<file path="src/rtl/irqagg_pkg.sv">
package irqagg_pkg;
    localparam int LINES = 4;
    localparam int PINS  = 4;

    typedef enum logic [0:0] {
        ST_CLEAR = 1'b0,
        ST_TRACK = 1'b1
    } agg_state_e;

    // pin of a given slot that lands on a given line: (line - slot) mod 4
    function automatic int pin_for_line(input int line, input int slot);
        return (line - slot) & (PINS - 1);
    endfunction
endpackage

</file>
<file path="src/rtl/irqagg_edge.sv">
module irqagg_edge #(
    parameter int N = 128
) (
    input  logic         clk,
    input  logic         rst_n,
    input  logic         clr,
    input  logic [N-1:0] pin_lvl,
    output logic [N-1:0] pin_q,
    output logic [N-1:0] rise,
    output logic [N-1:0] fall
);
    always_ff @(posedge clk or negedge rst_n) begin
        if (!rst_n)   pin_q <= '0;
        else if (clr) pin_q <= '0;
        else          pin_q <= pin_lvl;
    end

    assign rise = pin_lvl & ~pin_q;
    assign fall = ~pin_lvl & pin_q;
endmodule

</file>
<file path="src/rtl/irqagg_route.sv">
module irqagg_route
    import irqagg_pkg::*;
#(
    parameter int NUM_SLOTS = 32,
    parameter int DW        = 9
) (
    input  logic [NUM_SLOTS*PINS-1:0] rise,
    input  logic [NUM_SLOTS*PINS-1:0] fall,
    output logic [LINES*DW-1:0]       delta_flat
);
    localparam logic signed [DW-1:0] ONE = 1;

    for (genvar l = 0; l < LINES; l++) begin : g_line
        logic signed [DW-1:0] acc;
        always_comb begin
            acc = '0;
            for (int s = 0; s < NUM_SLOTS; s++) begin
                if (rise[s*PINS + pin_for_line(l, s)])
                    acc = acc + ONE;
                else if (fall[s*PINS + pin_for_line(l, s)])
                    acc = acc - ONE;
            end
        end
        assign delta_flat[l*DW +: DW] = acc;
    end
endmodule

</file>
<file path="src/rtl/irqagg_counter.sv">
module irqagg_counter #(
    parameter int CNT_W   = 8,
    parameter int DW      = 9,
    parameter int MAX_CNT = 32
) (
    input  logic                 clk,
    input  logic                 rst_n,
    input  logic                 clr,
    input  logic signed [DW-1:0] delta,
    output logic [CNT_W-1:0]     count
);
    logic signed [DW-1:0] nxt;

    assign nxt = $signed({1'b0, count}) + delta;

    always_ff @(posedge clk or negedge rst_n) begin
        if (!rst_n)   count <= '0;
        else if (clr) count <= '0;
        else          count <= nxt[CNT_W-1:0];
    end

    // the summed change never drives the count out of range
    assert_no_overflow_R7: assert property (@(posedge clk) disable iff (!rst_n)
        !clr |-> (nxt >= 0 && nxt <= MAX_CNT));

    // a non-negative net change never lowers the count
    assert_rise_grows_R3: assert property (@(posedge clk) disable iff (!rst_n)
        (!clr && delta >= 0) |=> count >= $past(count));

    // a non-positive net change never raises the count
    assert_fall_shrinks_R3: assert property (@(posedge clk) disable iff (!rst_n)
        (!clr && delta <= 0) |=> count <= $past(count));
endmodule

</file>
<file path="src/rtl/irq_line_aggregator.sv">
module irq_line_aggregator
    import irqagg_pkg::*;
#(
    parameter int NUM_SLOTS = 32,
    parameter int CNT_W     = $clog2(4 * NUM_SLOTS + 1)
) (
    input  logic                      clk,
    input  logic                      rst_n,
    input  logic                      bus_clear,
    input  logic [NUM_SLOTS*4-1:0]    pin_lvl,
    output logic [3:0]                irq_line,
    output logic [4*CNT_W-1:0]        line_count
);
    localparam int N  = NUM_SLOTS * PINS;
    localparam int DW = CNT_W + 1;

    agg_state_e state_q, state_d;
    logic       clr;
    logic [N-1:0] pin_q, rise, fall;
    logic [LINES*DW-1:0] delta_flat;

    // state register
    always_ff @(posedge clk or negedge rst_n) begin
        if (!rst_n) state_q <= ST_CLEAR;
        else        state_q <= state_d;
    end

    // next state
    always_comb begin
        state_d = state_q;
        unique case (state_q)
            ST_CLEAR: state_d = bus_clear ? ST_CLEAR : ST_TRACK;
            ST_TRACK: state_d = bus_clear ? ST_CLEAR : ST_TRACK;
            default:  state_d = ST_CLEAR;
        endcase
    end

    // control output: clear stored levels and counts
    always_comb begin
        unique case (state_q)
            ST_CLEAR: clr = 1'b1;
            ST_TRACK: clr = bus_clear;
            default:  clr = 1'b1;
        endcase
    end

    irqagg_edge #(.N(N)) u_edge (
        .clk     (clk),
        .rst_n   (rst_n),
        .clr     (clr),
        .pin_lvl (pin_lvl),
        .pin_q   (pin_q),
        .rise    (rise),
        .fall    (fall)
    );

    irqagg_route #(.NUM_SLOTS(NUM_SLOTS), .DW(DW)) u_route (
        .rise       (rise),
        .fall       (fall),
        .delta_flat (delta_flat)
    );

    for (genvar l = 0; l < LINES; l++) begin : g_cnt
        irqagg_counter #(.CNT_W(CNT_W), .DW(DW), .MAX_CNT(NUM_SLOTS)) u_cnt (
            .clk   (clk),
            .rst_n (rst_n),
            .clr   (clr),
            .delta (delta_flat[l*DW +: DW]),
            .count (line_count[l*CNT_W +: CNT_W])
        );
        assign irq_line[l] = |line_count[l*CNT_W +: CNT_W];
    end

    // no level change means every count holds
    assert_repeat_hold_R2: assert property (@(posedge clk) disable iff (!rst_n)
        (!clr && pin_lvl == pin_q) |=> $stable(line_count));

    // a clear edge leaves all counts at zero
    assert_clear_zero_R5: assert property (@(posedge clk) disable iff (!rst_n)
        clr |=> (line_count == '0 && irq_line == 4'b0000));

    // a clear request always enters the settle state
    assert_clear_settle_R5: assert property (@(posedge clk) disable iff (!rst_n)
        bus_clear |=> state_q == ST_CLEAR);
endmodule

</file>
<file path="config.mk">
export PLATFORM = sky130hd
export DESIGN_NAME = irq_line_aggregator
export DESIGN_NICKNAME = d
export VERILOG_FILES = /design/src/rtl/irqagg_pkg.sv /design/src/rtl/irqagg_edge.sv /design/src/rtl/irqagg_route.sv /design/src/rtl/irqagg_counter.sv /design/src/rtl/irq_line_aggregator.sv
export SDC_FILE = /design/constraint.sdc
export NUM_CORES = 1
export LEC_CHECK = 0
export CORE_AREA = 2 2 305 276
export DETAILED_ROUTE_END_ITERATION = 12
export DIE_AREA = 0 0 307 278
export DONT_BUFFER_PORTS = 1
export GPL_ROUTABILITY_DRIVEN = 0
export MAX_ROUTING_LAYER = met4
export PLACE_DENSITY_LB_ADDON = 0.12
export SETUP_SLACK_MARGIN = 0.15
export SLEW_MARGIN = 20
export SYNTH_ARGS = -nofsm -noshare
export SYNTH_HDL_FRONTEND = slang
export SYNTH_SLANG_ARGS = --single-unit
export TNS_END_PERCENT = 10
</file>
<file path="constraint.sdc">
create_clock -name clk -period 37.7 [get_ports clk]
set_input_delay 7.54 -clock clk [delete_from_list [all_inputs] [get_ports clk]]
set_output_delay 7.54 -clock clk [all_outputs]
set_load 0.01 [all_outputs]
</file>
Yosys cells after proc, flatten, opt, wreduce, memory -nomap -nowiden
Cells that the tools add are included.

word-level totals
  register bits after elaboration = 161

cells by class
  bitwise logic cells = 5
  multiplexer cells = 263
  reduce and logical (&&, ||, !) cells = 4
  $add $sub $neg = 252

operators by type and width
  cell                                                                count
  8-bit two-way mux                                                   260
  8-bit by 2-bit adder with 8-bit output, second input constant       124
  8-bit by 2-bit subtractor with 8-bit output, second input constant  124
  128-bit AND                                                         2
  128-bit NOT                                                         2
  128-bit two-way mux                                                 1
  8-bit adder                                                         4
  8-bit OR reduction                                                  4
  1-bit case mux with 2 select lines                                  1
  1-bit two-way mux                                                   1
  1-bit NOT                                                           1

Logic depth before layout (Yosys ltp)
Gate-level depths: netlist of run 1.

  depth in word-level cells = 99
  gate-level depth with buffers = 175

Hierarchy
A second synthesis of run 1 with hierarchy kept.

unflattened totals
  cells, all modules = 6523
  area, all modules = 50621.0 um^2

modules (own cells, without submodules)
  module               cells each  sequential area each (um^2)  area each (um^2)  times used
  irqagg_route         5774        0.0                          42709.7           1
  irqagg_edge          526         3203.1                       5706.7            1
  irqagg_counter       52          200.2                        526.8             4
  irq_line_aggregator  15          25.0                         97.6              1

Least setup slack after synthesis of run 1
Ideal clock, no wire load.

  path type = input to register
  from = input pin_lvl[2]
  to = register g_cnt[2].u_cnt.count[7]
  required time = 37581 ps
  data arrival time = 37494 ps
  library setup time = 119 ps
  path slack = 87 ps
  stages = 169
  path buffers = 1
  path through = inv_1 > ha_1 > buf_2 > xor3_2 > inv_1 > ha_1 > o21ai_0 > a31o_2 > o31ai_2 > ha_1 > o22ai_1 > nor2_1 > ha_1 > and3b_1 > or2_2 > a31oi_1 > inv_1 > ha_1 > (+133 left out) > xnor2_1 > xnor2_1 > xnor2_1 > xnor2_1 > xnor2_1 > xnor2_1 > xnor2_1 > xnor2_1 > xnor2_1 > xnor2_1 > xnor2_1 > xnor2_1 > xnor2_1 > xor2_1 > xnor2_1 > xnor2_1 > xnor2_1 > nor2_1

on the way
  word-level cells in the longest chain between the ends = 99
  elaborated cells on any way between the ends = 131

RTL lines
  what                                         line                       RTL
  start: declaration                           irq_line_aggregator.sv:10  input logic [NUM_SLOTS*4-1:0] pin_lvl,
  128-bit NOT                                  irqagg_edge.sv:19          assign fall = ~pin_lvl & pin_q;
  128-bit AND                                  irqagg_edge.sv:19
  8-bit two-way mux                            irqagg_route.sv:20         else if (fall[s*PINS + pin_for_line(l, s)])
  8-bit two-way mux *                          irqagg_route.sv:18         if (rise[s*PINS + pin_for_line(l, s)])
  8-bit by 2-bit subtractor with 8-bit output  irqagg_route.sv:21         acc = acc - ONE;
  8-bit two-way mux                            irqagg_route.sv:20
  8-bit two-way mux *                          irqagg_route.sv:18
  8-bit by 2-bit subtractor with 8-bit output  irqagg_route.sv:21
  (+83 left out)                               -
  8-bit by 2-bit subtractor with 8-bit output  irqagg_route.sv:21
  8-bit two-way mux                            irqagg_route.sv:20
  8-bit two-way mux *                          irqagg_route.sv:18
  8-bit by 2-bit subtractor with 8-bit output  irqagg_route.sv:21
  8-bit two-way mux                            irqagg_route.sv:20
  8-bit two-way mux *                          irqagg_route.sv:18
  8-bit adder *                                irqagg_counter.sv:14       assign nxt = $signed({1'b0, count}) + delta;
  8-bit two-way mux *                          irqagg_counter.sv:18       else if (clr) count <= '0;
  end signal: assignment                       irqagg_counter.sv:19       else count <= nxt[CNT_W-1:0];
  end: declaration                             irqagg_counter.sv:10       output logic [CNT_W-1:0] count

Every way passes the cells marked *; elsewhere a longest branch is shown, timed or not.

Final worst setup path of run 1
  from = input pin_lvl[1]
  to = register g_cnt[1].u_cnt.count[7]

on the way
  word-level cells in the longest chain between the ends = 99
  elaborated cells on any way between the ends = 131

RTL lines
  what                                         line
  128-bit NOT                                  irqagg_edge.sv:19
  128-bit AND                                  irqagg_edge.sv:19
  8-bit two-way mux                            irqagg_route.sv:20
  8-bit two-way mux *                          irqagg_route.sv:18
  8-bit by 2-bit subtractor with 8-bit output  irqagg_route.sv:21
  8-bit two-way mux                            irqagg_route.sv:20
  8-bit two-way mux *                          irqagg_route.sv:18
  8-bit by 2-bit subtractor with 8-bit output  irqagg_route.sv:21
  (+83 left out)                               -
  8-bit by 2-bit subtractor with 8-bit output  irqagg_route.sv:21
  8-bit two-way mux                            irqagg_route.sv:20
  8-bit two-way mux *                          irqagg_route.sv:18
  8-bit by 2-bit subtractor with 8-bit output  irqagg_route.sv:21
  8-bit two-way mux                            irqagg_route.sv:20
  8-bit two-way mux *                          irqagg_route.sv:18
  8-bit adder *                                irqagg_counter.sv:14
  8-bit two-way mux *                          irqagg_counter.sv:18
  end signal: assignment                       irqagg_counter.sv:19
  end: declaration                             irqagg_counter.sv:10

Marks and branches as above.

==> metrics, run 1 <==
floorplan die area approximately 0.085 mm2; Clock Skew slightly below 0.02 ns; Bufs on Longest Clock Path 2; startpoint of the lowest-slack register-to-register path u_edge.pin_q[4]; total gr overflow 0; Final Setup Violations 0; share of the yosys chip area belonging to registers 0.0760; count of vias placed by the detailed router approximately 53000; number of flip-flops and latches in the synthesized netlist 161; Least-Margin Pin Slew approximately 1.1 ns; Synthesized Nets roughly 7700; share of synthesized flip-flops with an asynchronous set or reset 1.00; type of origin of the critical path primary input; post-synthesis average cell area about 7.3 um2; netlist area before placement roughly 0.053 mm2; r2r worst-path depth ~160; CTS Buf Count 17; H-tree levels 4; clock sink total between 150 and 200; die extent in x roughly 310 um; number of fillers in the final layout approximately 7000; remaining max-slew budget at the tightest pin 0.218; layout cells sized above 1 0.119; CTS root buf sky130_fd_sc_hd__clkbuf_16; worst reg2reg endpoint g_cnt[1].u_cnt.count[7]; warnings from Yosys 0; library cell with the highest instance count after synthesis sky130_fd_sc_hd__nor2_1; Critical Path End Type flip-flop; longest individual stage delay on the worst path roughly 0.42 ns; area taken by flip-flops and latches roughly 0.004 mm2; overall global routing resource usage 0.312; startpoint-to-endpoint class of the critical path primary input to flip-flop; standard-cell rows 100; floorplan die height between 200 and 300 um; total number of nets in the final design a little under 8000; worst-case hold slack approximately 0.71 ns; I/O pin cnt between 150 and 200; initial cell density of the core 0.644; Residual DRC 0; most instantiated cells after synthesis sky130_fd_sc_hd__nor2_1, sky130_fd_sc_hd__nand2_1, sky130_fd_sc_hd__xnor2_1; crit path capture g_cnt[1].u_cnt.count[7]; cell with the biggest individual delay on the critical path sky130_fd_sc_hd__o41ai_4; first-pass detailed-route iteration total 6; number of port buffers 0; cell count after placement between 8000 and 9000; post-synth top area cell sky130_fd_sc_hd__xnor2_1; Cell variety after synth 156; number of flops mapped to enable cells by yosys 0; wire length on met3 7140 um; antenna cells 0; cells taking the most area after synthesis sky130_fd_sc_hd__xnor2_1, sky130_fd_sc_hd__dfrtp_1, sky130_fd_sc_hd__ha_1; wl on met1 63900 um; result of the run finished clean; min cycle time layout about 36 ns; Fmax achieved 0.0277 GHz; area of the multi-input gates slightly below 0.05 mm2; maximum number of pins on one net before global-route repair 162; Critical Path Start pin_lvl[1]; final-report max-slew violation count 0; crit path max fanout 7; highest routed metal layer met4; clock network latency to the later pin of the worst-skew pair approximately 0.52 ns; post-synthesis to final-layout area growth 7.53%; final hold violations 0; CTS clock-pin slew for the worst setup and hold paths approximately 0.080 ns; final instance count without filler cells roughly 8400; gate count after technology mapping 7234; required time worst endpoint between 30 and 40 ns; wire length of the first global-routing pass about 220000 um; area share of the largest cell type after synthesis 0.0793; vias per cell about 6.3; Data arrival, critical path 36.57 ns; clock tree from TritonCTS built; 1st-iter DRT viols 4092; predominant post-synthesis flop cell sky130_fd_sc_hd__dfrtp_1; Max-Cap Viols 0; DPL Wire Length between 100000 and 150000 um; core region area roughly 0.082 mm2; routed length per placed instance 16.4 um; RSZ-0062 raised after global routing yes; Hold/Removal Path Class flip-flop to flip-flop; most numerous cell on the critical path sky130_fd_sc_hd__ha_1; register-to-register path setup slack slightly above 8 ns; wire length after detailed routing approximately 140000 um; via count of the first global-routing pass between 40000 and 50000; number of antenna violations at the first check in global routing 1; remaining number of nets flagged by the antenna check after routing 0; sum of met2 wire segment lengths after detailed routing around 64000 um; portion of the clock cycle consumed by the worst path in the final layout 0.959
## cells in the final DEF, fill, tap and decap left out, types with 97 or more instances in the layout
cell type and count:
sky130_fd_sc_hd__a21oi_1 260, sky130_fd_sc_hd__and2_1 248, sky130_fd_sc_hd__and3_1 120, sky130_fd_sc_hd__buf_4 176, sky130_fd_sc_hd__dfrtp_1 161, sky130_fd_sc_hd__ha_1 267, sky130_fd_sc_hd__inv_1 358, sky130_fd_sc_hd__mux2i_1 283
sky130_fd_sc_hd__nand2_1 709, sky130_fd_sc_hd__nand2b_1 160, sky130_fd_sc_hd__nand3_1 258, sky130_fd_sc_hd__nor2_1 733, sky130_fd_sc_hd__nor2b_1 264, sky130_fd_sc_hd__nor3_1 248, sky130_fd_sc_hd__o211ai_1 106, sky130_fd_sc_hd__o21ai_0 248
sky130_fd_sc_hd__xnor2_1 466, sky130_fd_sc_hd__xnor2_2 97, sky130_fd_sc_hd__xor2_1 237
## cell families after synthesis
kind of cell / synth area share
adders and majority gates: 0.0729
muxes: 0.0706
and+or+nand+nor: 0.329
AOI/OAI and AO/OA: 0.215
buffers and inverters: 0.0388
DFF: 0.0760
xor gates and xnor gates: 0.197
## layout make-up
type | count | share of cell area
flip-flops and latches | 161 | 0.0707
inverters | 380 | 0.0251
multi-input cells | 6563 | 0.846
well taps | 1071 | 0.0235
clock buffers | 17 | 0.00746
clock inverters | 14 | 0.00336
repair buffers | 179 | 0.0242
## worst min path at each step
stage                     slack, ns                     from  cells after the start                      end
after global placement         0.70  g_cnt[1].u_cnt.count[0]                      2  g_cnt[1].u_cnt.count[0]
after detailed placement       0.70  g_cnt[1].u_cnt.count[0]                      2  g_cnt[1].u_cnt.count[0]
after CTS                      0.72  g_cnt[1].u_cnt.count[0]                      2  g_cnt[1].u_cnt.count[0]
final                          0.71  g_cnt[1].u_cnt.count[0]                      2  g_cnt[1].u_cnt.count[0]
after global routing           0.76  g_cnt[1].u_cnt.count[0]                      2  g_cnt[1].u_cnt.count[0]
after floorplan                0.65                  state_q                      3  g_cnt[3].u_cnt.count[7]
## worst max-delay path: cells and delay by family
family                   cells  cell delay [ns]
XOR/XNOR                    27             4.67
buffers and inverters       16             1.21
multiplexers                 8             2.26
adder cells (fa/ha/maj)     31             9.16
AO/OA/AOI/OAI               48             7.34
AND/OR/NAND/NOR             30             4.31
## metal layers
| layer | vias up | GRT usage |
|---|---|---|
| met5 | - | - |
| met4 | 0 | 0.0687 |
| met3 | 142 | 0.0372 |
| met2 | 1247 | 0.508 |
| met1 | 24778 | 0.415 |
| li1 | 26349 | - |
## timing repair
item / CTS / global route
hold buffers: 0 / 0
buffers inserted: 1 / 39
pin swaps: 2 / 145
endpoints found under the setup margin: 2 / 4
resized for setup: 20 / 241
## state kept, by name (all words and copies together) (netlist names)
name,count
u_edge.pin_q,128
g_cnt.u_cnt.count,32
state_q,1
## stage by stage
| stage | worst slack [ns] | TNS (ns) | util | instance area (um2) |
|---|---|---|---|---|
| 6_report | 1.55 | 0 | 0.693 | 57000 |
| 2_1_floorplan | 0.196 | 0 | - | 53000 |
| 5_1_grt | -0.203 | -0.322 | 0.693 | 57000 |
| 3_5_place_dp | -0.859 | -2.04 | 0.666 | 54800 |
| 3_3_place_gp | -0.0203 | -0.0357 | 0.666 | 54800 |
| 4_1_cts | 0.120 | 0 | 0.674 | 55500 |
Power of run 1 is left out: the tool's default activity adds up to more than one toggle a clock period on the data nets, which glitch-free logic cannot reach.
==> inputs of run 2 (changes only) <==
RECOVER_POWER = 50   (was unset)
==> run 2 against run 1 <==
Effect of this change:
- critical path depth did not move
- wire length barely moved
- design area barely moved
- register-to-register slack barely moved
- sequential cell count did not move
- utilization barely moved
- the flow now finishes with violations (max-capacitance violations, max-slew violations)
- clock skew barely moved
- critical path type unchanged
- final cell count did not move
- maximum frequency barely moved
- first-iteration DRC count fell by 4.9%
- non-clock buffer count did not move
- sequential share of layout area barely moved
==> metrics, run 2 (synthesis gave the netlist of run 1 again) <==
antenna cells 0 (unchanged); Max-Cap Viols 1 (was 0); CTS Buf Count 17 (unchanged); result of the run finished with violations (was finished clean); most frequent standard cell in the layout excluding fill and tap cells sky130_fd_sc_hd__nor2_1 (unchanged); DPL Wire Length 106000 um (unchanged); clock network latency to the later pin of the worst-skew pair 0.52 ns (about the same); core region area 0.0823 mm2 (unchanged); number of port buffers 0 (unchanged); register with the most flip-flops u_edge.pin_q (unchanged); H-tree levels 4 (unchanged); required time worst endpoint 38.12 ns (about the same); layout cells sized above 1 0.118 (was 0.119); post-synthesis to final-layout area growth 7.47% (was 7.53%); total number of nets in the final design 7734 (unchanged); wire length on met3 7150 um (was 7140 um); startpoint-to-endpoint class of the critical path primary input to flip-flop (unchanged); highest routed metal layer met4 (unchanged); floorplan die area 0.0853 mm2 (unchanged); overall global routing resource usage 0.312 (unchanged); I/O pin cnt 167 (unchanged); Hold/Removal Path Class flip-flop to flip-flop (unchanged); Least-Margin Pin Slew 1.87 ns (was 1.14 ns); Fmax achieved 0.0277 GHz (about the same); floorplan die height 278 um (unchanged); initial cell density of the core 0.644 (unchanged); type of origin of the critical path primary input (unchanged); crit path max fanout 7 (unchanged); 1st-iter DRT viols 3893 (was 4092); number of buffers added to fix hold violations after cts 0 (unchanged); sum of met2 wire segment lengths after detailed routing 63400 um (was 63500 um); most numerous cell on the critical path sky130_fd_sc_hd__ha_1 (unchanged); longest individual stage delay on the worst path 0.42 ns (about the same); min cycle time layout 36.14 ns (was 36.15 ns); RSZ-0062 raised after global routing yes (unchanged); Clock Skew 0.0193 ns (was 0.0192 ns); clock sink total 161 (unchanged); standard-cell rows 100 (unchanged); die extent in x 307 um (unchanged); violations in the final reports max-capacitance violations, max-slew violations; final-report max-slew violation count 18 (was 0); number of antenna violations at the first check in global routing 1 (unchanged); Crit path buffers/inverters 16 (unchanged); wl on met1 63800 um (was 63900 um); CTS clock-pin slew for the worst setup and hold paths 0.08 ns (about the same); total gr overflow 0 (unchanged); maximum number of pins on one net before global-route repair 162 (unchanged); wire length of the first global-routing pass 224000 um (unchanged); clock tree from TritonCTS built (unchanged); vias per cell 6.26 (about the same); worst-case hold slack 0.715 ns (about the same); portion of the clock cycle consumed by the worst path in the final layout 0.959 (about the same); Largest regs u_edge.pin_q x128, g_cnt.u_cnt.count x32, state_q x1 (unchanged); Bufs on Longest Clock Path 2 (unchanged); Residual DRC 0 (unchanged); wire length after detailed routing 137000 um (about the same); remaining max-slew budget at the tightest pin -0.252 (was 0.218); final hold violations 0 (unchanged); via count of the first global-routing pass 47674 (unchanged); cell with the biggest individual delay on the critical path sky130_fd_sc_hd__o41ai_4 (unchanged); Data arrival, critical path 36.56 ns (was 36.57 ns); routed length per placed instance 16.3 um (was 16.4 um); Largest delay share family, worst path adder cells (unchanged); commonest cells after routing, fill and taps aside sky130_fd_sc_hd__nor2_1, sky130_fd_sc_hd__nand2_1, sky130_fd_sc_hd__xnor2_1 (unchanged); remaining number of nets flagged by the antenna check after routing 0 (unchanged); count of vias placed by the detailed router 52527 (was 52516); first-pass detailed-route iteration total 6 (unchanged); register-to-register path setup slack 8.15 ns (was 8.14 ns); Critical Path End Type flip-flop (unchanged); Final Setup Violations 0 (unchanged); CTS root buf sky130_fd_sc_hd__clkbuf_16 (unchanged); max FFs per register 128 (unchanged)
[run 2: changes by cell type in the layout (fill, tap and decap cells not counted), sizes merged]
cell,change
buf,-1
clkbuf,+1
[run 2: metrics by stage]
stage               cells  cell area [um2]  setup slack (ns)  setup TNS (ns)   util
global route         8385            57000            -0.203          -0.322  0.692
finish               8385            57000              1.56               0  0.692
CTS                  8345            55500             0.120               0  0.674
global placement     8313            54800           -0.0203         -0.0357  0.666
detailed placement   8313            54800            -0.859           -2.04  0.666
floorplan            7234            53000             0.196               0      -
[run 2: final timing paths]
check	start	end	cells past startpoint
setup / recovery	pin_lvl[1]	g_cnt[1].u_cnt.count[7]	160
hold reg to reg	g_cnt[1].u_cnt.count[0]	g_cnt[1].u_cnt.count[0]	2
hold / removal	g_cnt[1].u_cnt.count[0]	g_cnt[1].u_cnt.count[0]	2
min in group asynchronous	rst_n	u_edge.pin_q[2]	0
setup reg to reg	u_edge.pin_q[4]	g_cnt[1].u_cnt.count[7]	158
max in group asynchronous	rst_n	g_cnt[0].u_cnt.count[4]	0
[run 2: worst reg2reg max path, delay by kind of cell (launching register included)]
kind	cells	cell delay, ns
flip-flops	1	0.59
adder cells (fa/ha/maj)	30	8.92
buffers and inverters	15	1.19
XOR/XNOR	27	4.69
AND/OR/NAND/NOR	30	4.31
AO/OA/AOI/OAI	48	7.32
multiplexers	8	2.38
[run 2: final cells by class]
type                    instances  area (um2)
clock buffers                  17         425
clock inverters                14         191
fillers                      7044       25300
inverters                     380        1430
multi-input cells            6563       48200
flip-flops and latches        161        4030
well taps                    1071        1340
repair buffers                179        1360
[run 2: timing repair]
action,4_1_cts,5_1_grt
pin swaps,2,145
buffers inserted,1,39
setup endpoints to repair,2,4
gates cloned,0,0
gates resized for setup,20,241
[run 2: metal layers]
layer / up-vias / track usage
met4: 0 / 0.0687
met2: 1269 / 0.508
met5: - / -
li1: 26350 / -
met1: 24761 / 0.415
met3: 147 / 0.0372
Power of run 2 is left out for the same reason.
